### config.mk
export PLATFORM = sky130hd
export DESIGN_NAME = word_serializer_16
export DESIGN_NICKNAME = d
export VERILOG_FILES = /design/src/rtl/wser_pkg.sv /design/src/rtl/wser_half_mux.sv /design/src/rtl/wser_p2s.sv /design/src/rtl/wser_out_stage.sv /design/src/rtl/word_serializer_16.sv
export SDC_FILE = /design/constraint.sdc
export NUM_CORES = 1
export LEC_CHECK = 0
export ABC_AREA = 1
export CORE_UTILIZATION = 66
export CTS_BUF_LIST = sky130_fd_sc_hd__clkbuf_16
export DETAILED_ROUTE_END_ITERATION = 12
export DONT_BUFFER_PORTS = 1
export GPL_TIMING_DRIVEN = 1
export PLACE_DENSITY = 0.92
export SYNTH_ARGS = -nofsm -noshare
export SYNTH_HDL_FRONTEND = slang
export SYNTH_HIERARCHICAL = 1
export SYNTH_SLANG_ARGS = --single-unit
export TNS_END_PERCENT = 100
### constraint.sdc
create_clock -name clk -period 2.1 [get_ports clk]
set_input_delay 0.21 -clock clk [delete_from_list [all_inputs] [get_ports clk]]
set_output_delay 0.21 -clock clk [all_outputs]
set_load 0.01 [all_outputs]
### src/rtl/wser_pkg.sv
package wser_pkg;
  typedef enum logic {
    HALF_LO = 1'b0,
    HALF_HI = 1'b1
  } half_e;

  function automatic half_e half_flip(half_e h);
    return (h == HALF_LO) ? HALF_HI : HALF_LO;
  endfunction
endpackage

### src/rtl/wser_half_mux.sv
module wser_half_mux
  import wser_pkg::*;
#(
  parameter int HALF_W = 8,
  localparam int WORD_W = 2 * HALF_W
) (
  input  logic              clk,
  input  logic              rst,
  input  logic              stb,
  input  logic [WORD_W-1:0] word,
  output logic              take,
  output logic [HALF_W-1:0] in_q
);
  half_e             half;
  logic [HALF_W-1:0] upper_keep;
  logic [HALF_W-1:0] sel_half;

  assign take     = stb && (half == HALF_LO);
  assign sel_half = (half == HALF_LO) ? word[HALF_W-1:0] : upper_keep;

  // Input register: no enable of its own, it loads on every strobe.
  always_ff @(posedge clk) begin
    if (rst) begin
      half       <= HALF_LO;
      upper_keep <= '0;
      in_q       <= '0;
    end else if (stb) begin
      half <= half_flip(half);
      in_q <= sel_half;
      if (half == HALF_LO) upper_keep <= word[WORD_W-1:HALF_W];
    end
  end


  a_r1_half_reset: assert property (@(posedge clk) rst |=> (half == HALF_LO));
  a_r2_half_toggles: assert property (@(posedge clk) disable iff (rst)
    stb |=> (half != $past(half)));
  a_r2_half_steady: assert property (@(posedge clk) disable iff (rst)
    !stb |=> $stable(half));
  a_r8_upper_quiet: assert property (@(posedge clk) disable iff (rst)
    !take |=> $stable(upper_keep));
endmodule

### src/rtl/wser_p2s.sv
module wser_p2s #(
  parameter int HALF_W = 8,
  localparam int CNT_W = (HALF_W > 1) ? $clog2(HALF_W) : 1,
  localparam logic [CNT_W-1:0] LAST = CNT_W'(HALF_W - 1)
) (
  input  logic              clk,
  input  logic              rst,
  input  logic              stb,
  input  logic [HALF_W-1:0] in_q,
  output logic              sbit
);
  logic              stb_d;
  logic [HALF_W-1:0] hold;
  logic [HALF_W-1:0] sreg;
  logic [CNT_W-1:0]  cnt;
  logic              width_done;

  assign width_done = (cnt == LAST);
  assign sbit       = sreg[0];

  always_ff @(posedge clk) begin
    if (rst) begin
      stb_d <= 1'b0;
      hold  <= '0;
      sreg  <= '0;
      cnt   <= '0;
    end else begin
      stb_d <= stb;
      if (stb_d) hold <= in_q;
      if (width_done) sreg <= hold;
      else            sreg <= sreg >> 1;
      if (stb || width_done) cnt <= '0;
      else                   cnt <= cnt + 1'b1;
    end
  end

  a_r5_transfer_at_width: assert property (@(posedge clk) disable iff (rst)
    width_done |=> (sreg == $past(hold)));
  a_r5_hold_quiet: assert property (@(posedge clk) disable iff (rst)
    !stb_d |=> $stable(hold));
endmodule

### src/rtl/wser_out_stage.sv
module wser_out_stage (
  input  logic clk,
  input  logic rst,
  input  logic oe,
  input  logic sbit,
  output logic ser_q
);
  always_ff @(posedge clk) begin
    if (rst)     ser_q <= 1'b0;
    else if (oe) ser_q <= sbit;
  end

  a_r1_out_reset: assert property (@(posedge clk) rst |=> (ser_q == 1'b0));
  a_r6_freeze: assert property (@(posedge clk) disable iff (rst)
    !oe |=> $stable(ser_q));
  a_r7_follow: assert property (@(posedge clk) disable iff (rst)
    oe |=> (ser_q == $past(sbit)));
endmodule

### src/rtl/word_serializer_16.sv
module word_serializer_16 #(
  parameter int HALF_W = 8,
  localparam int WORD_W = 2 * HALF_W
) (
  input  logic              clk,
  input  logic              rst,
  input  logic              div_stb,
  input  logic [WORD_W-1:0] in_word,
  output logic              in_ready,
  input  logic              oe,
  output logic              ser_out
);
  logic [HALF_W-1:0] in_q;
  logic              sbit;

  wser_half_mux #(.HALF_W(HALF_W)) u_mux (
    .clk(clk), .rst(rst), .stb(div_stb), .word(in_word),
    .take(in_ready), .in_q(in_q)
  );

  wser_p2s #(.HALF_W(HALF_W)) u_p2s (
    .clk(clk), .rst(rst), .stb(div_stb), .in_q(in_q), .sbit(sbit)
  );

  wser_out_stage u_out (
    .clk(clk), .rst(rst), .oe(oe), .sbit(sbit), .ser_q(ser_out)
  );

  a_r2_ready_spacing: assert property (@(posedge clk) disable iff (rst)
    in_ready |=> !in_ready);
endmodule

After elaboration in Yosys (flattened, before gate mapping):

Index checks and enable logic that the tools add are counted.

* input port bits: 20
* register bits: 38
* output and inout bits: 2

* reductions and logical operators: 5
* eq/ne operators: 1
* $add $sub $neg: 1
* muxes and demuxes: 3
* bitwise gates (word level): 2

Operator list (number)
* 8-bit two-way mux: 1
* 7-bit two-way mux: 1
* 2-bit OR reduction: 2
* 3-bit by 1-bit adder with 3-bit output (second input constant): 1
* 3-bit equality test (second input constant): 1
* 1-bit inverter: 2
* 2-bit AND reduction: 1
* 1-bit logical AND: 1
* 1-bit logical OR: 1
* 1-bit two-way mux: 1

Depth between registers and ports, before layout:

Gate-level depths: netlist of the first run.

* depth after elaboration: 3
* depth in mapped cells: 7
* depth with buffers taken out: 5

By module:

The synthesis of the first run kept the hierarchy.

By module, submodules not included
* wser_half_mux: cells each 126, times used 1, sequential area each 340.3 um^2, area an instance 913.4 um^2
* wser_p2s: cells each 114, times used 1, sequential area each 400.4 um^2, area an instance 825.8 um^2
* wser_out_stage: cells each 7, times used 1, sequential area each 20.0 um^2, area an instance 45.0 um^2

Least setup slack after synthesis of the first run:

OpenSTA, ideal clock, no wires.

* kind: register to register
* start point: reg u_p2s.cnt[0]
* end point: reg u_p2s.sreg[4]
* data required time: 1986 ps
* arrival: 1064 ps
* cell stages (with the launch flop): 7
* path slack: 922 ps
* buffers on the path: 2
* cell sequence: dfxtp_1 > ha_1 > ha_1 > buf_6 > buf_6 > nor2_1 > nor2_2

* longest elaborated chain between the ends: 2

Ends and longest elaborated chain
* start, declared: RTL line wser_p2s.sv:15 `logic [CNT_W-1:0] cnt;`
* start signal, assigned: RTL line wser_p2s.sv:33 `else cnt <= cnt + 1'b1;`
* 3-bit equality test: RTL line wser_p2s.sv:18 `assign width_done = (cnt == LAST);`
* 7-bit two-way mux: RTL line wser_p2s.sv:30 `if (width_done) sreg <= hold;`
* end signal, assigned: RTL line wser_p2s.sv:30
* end signal, assigned: RTL line wser_p2s.sv:31 `else sreg <= sreg >> 1;`
* end, declared: RTL line wser_p2s.sv:14 `logic [HALF_W-1:0] sreg;`

Every way passes these cells.
A chain may end at the register's enable or synchronous reset.

Worst setup path in the final report of the first run:

* start point: reg u_p2s.cnt[0]
* end point: reg u_p2s.cnt[2]

* longest elaborated chain between the ends: 3
* elaborated cells on any way between the ends: 4

Ends and longest elaborated chain
* branches (longest 3 deep; another with 3-bit by 1-bit adder with 3-bit output)

Parallel ways; which one is timed is not known.

==> impl_metrics.sql, run 1 <==
INSERT INTO impl_metrics (metric_group, metric, value, unit) VALUES
('yosys', 'yosys.area.top_type_share', '0.426', ''),
('yosys', 'syn-mean-instance-area', '7.22', 'um2'),
('clock_tree', 'cts_tree', 'done', ''),
('sta', 'report.final.hold_viol_count', '0', ''),
('worst_setup_path', 'worst_ep_required_time', '2.28', 'ns'),
('worst_setup_path', 'crit_path_max_incr_delay', '0.49', 'ns'),
('flow_run', 'timing.max_cap.violations', '0', ''),
('worst_setup_path', 'ff2ff_path_depth', '5', ''),
('finish', 'area_added_between_synthesis_and_finish', '7.15', '%'),
('finish', 'drive_above_1_share', '0.167', ''),
('finish', 'layout.nets', '267', ''),
('placement', 'dp.cells', '266', ''),
('floorplanning', 'placeableCoreArea', '0.00252', 'mm2'),
('floorplanning', 'design.portCount', '22', ''),
('clock_tree', 'cts_max_path_buffers', '2', ''),
('routing', 'drc_violations_left', '0', ''),
('sta', 'finalSetupViolations', '0', ''),
('clock_tree', 'root_buffer_cell', 'clkbuf_16', ''),
('sta', 'rsz_0062_raised_after_global_routing', 'false', ''),
('yosys', 'yosys.cell_count.top_type', 'nand2_1', ''),
('sta', 'final_max_slew_viol_count', '0', ''),
('sta', 'tmin_final', '1.35', 'ns'),
('outcome', 'run_status', 'finished, final reports clean', ''),
('sta', 'skew', '0.00380', 'ns'),
('power_and_ir_drop', 'vdd.ir_drop.worst', '1.06', 'mV'),
('power_and_ir_drop', 'pwr_density_cell', '990', 'mW/mm2'),
('sta', 'totalNegativeSetupSlack', '0', 'ns'),
('grt', 'grt_antenna_before_repair', '0', ''),
('worst_setup_path', 'worst-setup-path-type', 'reg -> reg', ''),
('routing', 'route.detailed.vias_per_inst', '4.75', ''),
('yosys', 'syn_area', '0.00178', 'mm2'),
('grt', 'grt_first_pass_wirelength', '4460', 'um'),
('clock_tree', 'number_of_buffers_created_by_cts', '5', ''),
('grt', 'globalRoute.busiestLayer', 'met2', ''),
('sta', 'final.period_utilization', '0.641', ''),
('placement', 'place.detailed.hpwl', '1730', 'um'),
('sta', 'slew-limit-headroom', '0.620', ''),
('routing', 'drt.antenna.violating_nets', '0', ''),
('clock_tree', 'cts_resized', '0', ''),
('worst_setup_path', 'crit_path_end_kind', 'flip-flop', ''),
('yosys', 'edff_count_synth', '0', ''),
('worst_setup_path', 'worst-path-stages', '5', ''),
('clock_tree', 'ctsHtreeMaxLevel', '2', ''),
('sta', 'fmaxAchievable', '0.743', 'GHz'),
('grt', 'groute.usage.overall', '0.229', ''),
('routing', 'drt_pre_antenna_iters', '4', ''),
('clock_tree', 'clkSlewWorstSetupHoldPaths', '0.06', 'ns'),
('grt', 'first_global_vias', '1065', ''),
('yosys', 'synth_largest_area_cell', 'dfxtp_1', ''),
('yosys', 'synth_async_sr_flop_share', '0', ''),
('min_path', 'worst_hold_class', 'in -> reg', ''),
('yosys', 'postSynthCellCount', '247', ''),
('worst_setup_path', 'path_max_fanout', '16', ''),
('yosys', 'yosysWarnings', '6', ''),
('placement', 'routabilityCongestion', '0.690', ''),
('worst_setup_path', 'worst-endpoint-arrival', '1.52', 'ns'),
('floorplanning', 'dieWidth', '54.0', 'um'),
('yosys', 'leading_register_cell_type_out_of_synthesis', 'dfxtp_1', ''),
('yosys', 'netlist-cell-type-count', '18', ''),
('clock_tree', 'postCtsHoldBufs', '1', ''),
('finish', 'antenna-diode-count', '0', ''),
('yosys', 'seq_area_frac_synth', '0.426', ''),
('clock_tree', 'clkLatencyLatePin', '0.28', 'ns'),
('worst_setup_path', 'critical_path_buf_inv_count', '0', ''),
('routing', 'dr_total_vias', '1311', ''),
('yosys', 'synth-seq-cells', '38', ''),
('routing', 'drt_iter0_markers', '22', ''),
('routing', 'postRouteWirelength', '2820', 'um'),
('floorplanning', 'floorplan.die.height', '54.0', 'um'),
('yosys', 'syn-num-nets', '269', ''),
('floorplanning', 'die_outline_area', '0.00292', 'mm2');
[metal layers]
layer  vias to the layer above  wire, um
li1                        706         -
met1                       567      1240
met2                        31      1360
met3                         7       129
met4                         0        90
met5                         -         0
[worst reg2reg max path: cells and delay by family, from the launching register on]
kind          cells  cell delay, ns
fa+ha+maj         2            0.64
flops             1            0.33
simple gates      3            0.27
[cells by family after synthesis]
logic type	count (synthesis)	share of synthesized area
flops	38	0.426
buf+inv	51	0.155
simple gates	156	0.405
fa+ha+maj	2	0.0140
[metrics by stage]
stage                     hold slack [ns]  total power [mW]  setup slack (ns)  cell area (um2)
after floorplan                     0.282             0.952             0.922             1780
after global placement              0.280             0.938             0.815             1700
after detailed placement            0.282             0.943             0.768             1700
after CTS                         0.00165              1.91             0.755             1900
after global routing               0.0680              1.96             0.620             1910
final                              0.0628              1.89             0.754             1910
[path summary, 6_finish.rpt]
check                                   from           end  slack [ns]
worst max-delay path            u_p2s/cnt[0]  u_p2s/cnt[2]        0.75
worst min-delay path                 div_stb   u_p2s/stb_d        0.06
worst max register to register  u_p2s/cnt[0]  u_p2s/cnt[2]        0.75
worst min register to register  u_p2s/cnt[0]  u_p2s/cnt[0]        0.42
[report_power, final]
group / switching [mW] / total (mW) / internal (mW)
sequential: 0.0289 / 0.790 / 0.761
clock: 0.280 / 0.956 / 0.676
combinational: 0.0869 / 0.146 / 0.0594
[cells in the final DEF (no fill, tap or decap)]
cell,n
nor2_8,1
nor2_2,14
nand3_1,7
ha_1,2
nand3_2,9
nor2_4,1
inv_1,36
nand2_2,5
inv_6,1
bufinv_16,2
inv_4,1
dfxtp_1,38
inv_2,2
clkbuf_16,5
nand2_1,61
clkinv_1,1
nor2_1,58
dlygate4sd3_1,2
[flip-flops by register name, summed over array words and instances (netlist names)]
signal	flops
u_mux/in_q	8
u_mux/upper_keep	8
u_p2s/hold	8
u_p2s/sreg	8
u_p2s/cnt	3
u_mux/half	1
u_out/ser_q	1
u_p2s/stb_d	1
[layout make-up]
type                       count  area [um2]
sequential                    38         761
multi-input combinational    158         747
fill                         203         611
inverter                      40         158
clock buffer                   5         125
clock inverter                 3        63.8
tap                           30        37.5
timing repair buffer           2        20.0
(Power assumes the default switching activity.)
==> run 2, diff against run 1 <==
--- a/config.mk
+++ b/config.mk
@@ -6,12 +6,12 @@
 export NUM_CORES = 1
 export LEC_CHECK = 0
 export ABC_AREA = 1
-export CORE_UTILIZATION = 66
+export CORE_UTILIZATION = 55
 export CTS_BUF_LIST = sky130_fd_sc_hd__clkbuf_16
 export DETAILED_ROUTE_END_ITERATION = 12
 export DONT_BUFFER_PORTS = 1
 export GPL_TIMING_DRIVEN = 1
-export PLACE_DENSITY = 0.92
+export PLACE_DENSITY = 0.83
 export SYNTH_ARGS = -nofsm -noshare
 export SYNTH_HDL_FRONTEND = slang
 export SYNTH_HIERARCHICAL = 1
==> constraint.sdc (replaced) <==
create_clock -name clk -period 1.15 [get_ports clk]
set_input_delay 0.115 -clock clk [delete_from_list [all_inputs] [get_ports clk]]
set_output_delay 0.115 -clock clk [all_outputs]
set_load 0.01 [all_outputs]
==> run 2 against run 1 <==
Against the previous run:
- non-clock buffer count increased by 4
- global-route usage decreased by 4.6 points
- via count is 4.5% lower
- sequential share of layout area decreased by 1.3 points
- utilization down 11 points
- count of clock-buffer cells in the layout unchanged
- largest cell class is now multi-input gates
- highest routed layer unchanged
==> impl_metrics.sql, run 2 (synthesis results as in run 1) <==
INSERT INTO impl_metrics (metric_group, metric, value, unit) VALUES
('routing', 'dr_total_vias', '1252', ''),
('worst_setup_path', 'ff2ff_path_depth', '6', ''),
('clock_tree', 'number_of_buffers_created_by_cts', '5', ''),
('routing', 'postRouteWirelength', '2730', 'um'),
('placement', 'routabilityCongestion', '0.712', ''),
('sta', 'finalSetupViolations', '0', ''),
('worst_setup_path', 'worst_ep_required_time', '1.03', 'ns'),
('worst_setup_path', 'worst-setup-path-type', 'reg -> out', ''),
('clock_tree', 'cts_tree', 'done', ''),
('grt', 'overflow', '0', ''),
('worst_setup_path', 'critical_path.reg2reg.startpoint', 'u_p2s/cnt[0]', ''),
('power_and_ir_drop', 'total_leakage_power', '0.945', 'nW'),
('placement', 'place.detailed.hpwl', '1690', 'um'),
('finish', 'layout.nets', '271', ''),
('worst_setup_path', 'crit_path_end_kind', 'output port', ''),
('floorplanning', 'dieWidth', '59.0', 'um'),
('finish', 'finalInstanceArea', '0.00198', 'mm2'),
('worst_setup_path', 'r2r_slack', '0.06', 'ns'),
('placement', 'dp.cells', '283', ''),
('min_path', 'holdPathEnd', 'u_mux/in_q[6]', ''),
('clock_tree', 'clock_sink_count', '38', ''),
('routing', 'drt.antenna.violating_nets', '0', ''),
('placement', 'dpl-instance-area', '0.00176', 'mm2'),
('grt', 'grt_antenna_before_repair', '0', ''),
('worst_setup_path', 'setup.worst_path.start_class', 'flip-flop', ''),
('floorplanning', 'row_cnt', '20', ''),
('finish', 'ff_latch_area', '762', 'um2'),
('sta', 'hold_ws', '0.0103', 'ns'),
('grt', 'groute.usage.overall', '0.183', ''),
('power_and_ir_drop', 'pwr_density_cell', '1650', 'mW/mm2'),
('sta', 'fmaxAchievable', '0.914', 'GHz'),
('sta', 'final.period_utilization', '0.951', ''),
('worst_setup_path', 'path_max_fanout', '10', ''),
('clock_tree', 'clkSlewWorstSetupHoldPaths', '0.06', 'ns'),
('grt', 'grt_first_pass_wirelength', '4530', 'um'),
('grt', 'largest_net_degree_at_the_start_of_global_routing', '25', ''),
('min_path', 'worst_hold_class', 'in -> reg', ''),
('routing', 'drt_pre_antenna_iters', '4', ''),
('sta', 'skew', '0.00426', 'ns'),
('sta', 'tmin_final', '1.09', 'ns'),
('min_path', 'worstHoldStart', 'div_stb', ''),
('floorplanning', 'start_util', '0.584', ''),
('worst_setup_path', 'worst-endpoint-arrival', '0.98', 'ns'),
('flow_run', 'timing.max_cap.violations', '0', ''),
('finish', 'fillerInstances', '289', ''),
('clock_tree', 'cts_max_path_buffers', '2', ''),
('clock_tree', 'root_buffer_cell', 'clkbuf_16', ''),
('finish', 'drive_above_1_share', '0.204', ''),
('clock_tree', 'ctsHtreeMaxLevel', '2', ''),
('power_and_ir_drop', 'vdd.ir_drop.worst', '0.995', 'mV'),
('routing', 'drc_violations_left', '0', ''),
('finish', 'commonest_non_fill_non_tap_cells_in_the_layout', 'nand2_1, nor2_1, dfxtp_1, inv_1, nor2_2', ''),
('floorplanning', 'design.portCount', '22', ''),
('floorplanning', 'placeableCoreArea', '0.00305', 'mm2'),
('routing', 'post_drt_wl_per_cell', '9.27', 'um'),
('grt', 'first_global_vias', '1119', ''),
('sta', 'final_max_slew_viol_count', '0', ''),
('finish', 'area_used_by_multi_input_combinational_logic', '769', 'um2'),
('outcome', 'run_status', 'finished, final reports clean', ''),
('finish', 'final_common_cell', 'nand2_1', ''),
('finish', 'end_of_flow_core_utilization', '0.649', ''),
('floorplanning', 'die_outline_area', '0.00348', 'mm2'),
('clock_tree', 'clkLatencyLatePin', '0.28', 'ns'),
('sta', 'slew-limit-headroom', '0.609', ''),
('routing', 'drt_iter0_markers', '40', ''),
('placement', 'placement.io_buffers', '0', ''),
('sta', 'report.final.hold_viol_count', '0', ''),
('floorplanning', 'floorplan.die.height', '59.0', 'um'),
('worst_setup_path', 'regToRegEndpoint', 'u_p2s/sreg[1]', ''),
('min_path', 'hold_depth', '3', ''),
('sta', 'max_slew.worst_pin.slew', '0.587', 'ns'),
('finish', 'area_added_between_synthesis_and_finish', '11.1', '%'),
('finish', 'fin_cells', '294', ''),
('finish', 'antenna-diode-count', '0', ''),
('routing', 'route.detailed.vias_per_inst', '4.26', '');
## run 2: cell count changes in the layout (fill, tap and decap cells not counted), sizes merged
cell and delta:
bufinv -1, clkinv -1, dlymetal6s4s +1, clkinvlp +2
buf +3
## run 2: worst max path at each step
stage	depth (start not counted)	startpoint	endpoint	slack (ns)
global placement	5	u_p2s/cnt[0]	u_p2s/sreg[5]	0.04
CTS	2	u_mux/half	in_ready	0.005
global route	6	u_p2s/cnt[0]	u_p2s/sreg[1]	-0.007
finish	2	u_mux/half	in_ready	0.06
detailed placement	5	u_p2s/cnt[0]	u_p2s/sreg[4]	0.006
floorplan	6	u_p2s/cnt[0]	u_p2s/sreg[4]	-0.01
## run 2: power by group
group | internal (mW) | total, mW | switching, mW
clock | 1.02 | 1.55 | 0.530
combinational | 0.117 | 0.290 | 0.173
sequential | 1.39 | 1.43 | 0.0415
total | 2.53 | 3.27 | 0.745
## run 2: metrics by stage
step	total power, mW	setup WS, ns	setup TNS [ns]
after detailed placement	1.73	0.00602	0
after global routing	3.42	-0.00720	-0.00720
after floorplan	1.74	-0.0106	-0.0291
final	3.27	0.0561	0
after global placement	1.72	0.0407	0
after CTS	3.30	0.00538	0
## run 2: routing by layer
layer	vias up	track usage	wire length, um
met4	0	0.112	60
met5	-	0	0
li1	711	-	-
met1	507	0.197	1240
met2	30	0.299	1290
met3	4	0.0747	137
## run 2: timing repair
item,in CTS,in global routing
hold buffers,3,0
buffers inserted,0,0
endpoints found under the setup margin,3,20
gates resized for setup,1,5
pin swaps,1,0
endpoints found under the hold margin,13,0
## run 2: cell type report
| type | count | share of cell area |
|---|---|---|
| Clock buffer | 5 | 0.0631 |
| Clock inverter | 3 | 0.0227 |
| Inverter | 40 | 0.0795 |
| Multi-Input combinational cell | 158 | 0.388 |
| Sequential cell | 38 | 0.384 |
| Tap cell | 44 | 0.0278 |
| Timing Repair Buffer | 6 | 0.0341 |
## run 2: critical path: stages, from the launching register on
cell and delay (ns):
dfxtp_2 0.35, buf_4 0.18, nor2_8 0.16
==> run 3, diff against run 2 <==
--- a/config.mk
+++ b/config.mk
@@ -6,6 +6,7 @@
 export NUM_CORES = 1
 export LEC_CHECK = 0
 export ABC_AREA = 1
+export CAP_MARGIN = 20
 export CORE_UTILIZATION = 55
 export CTS_BUF_LIST = sky130_fd_sc_hd__clkbuf_16
 export DETAILED_ROUTE_END_ITERATION = 12
==> results of run 3 <==
No change in the layout: final DEF, timing and power equal those of run 2.
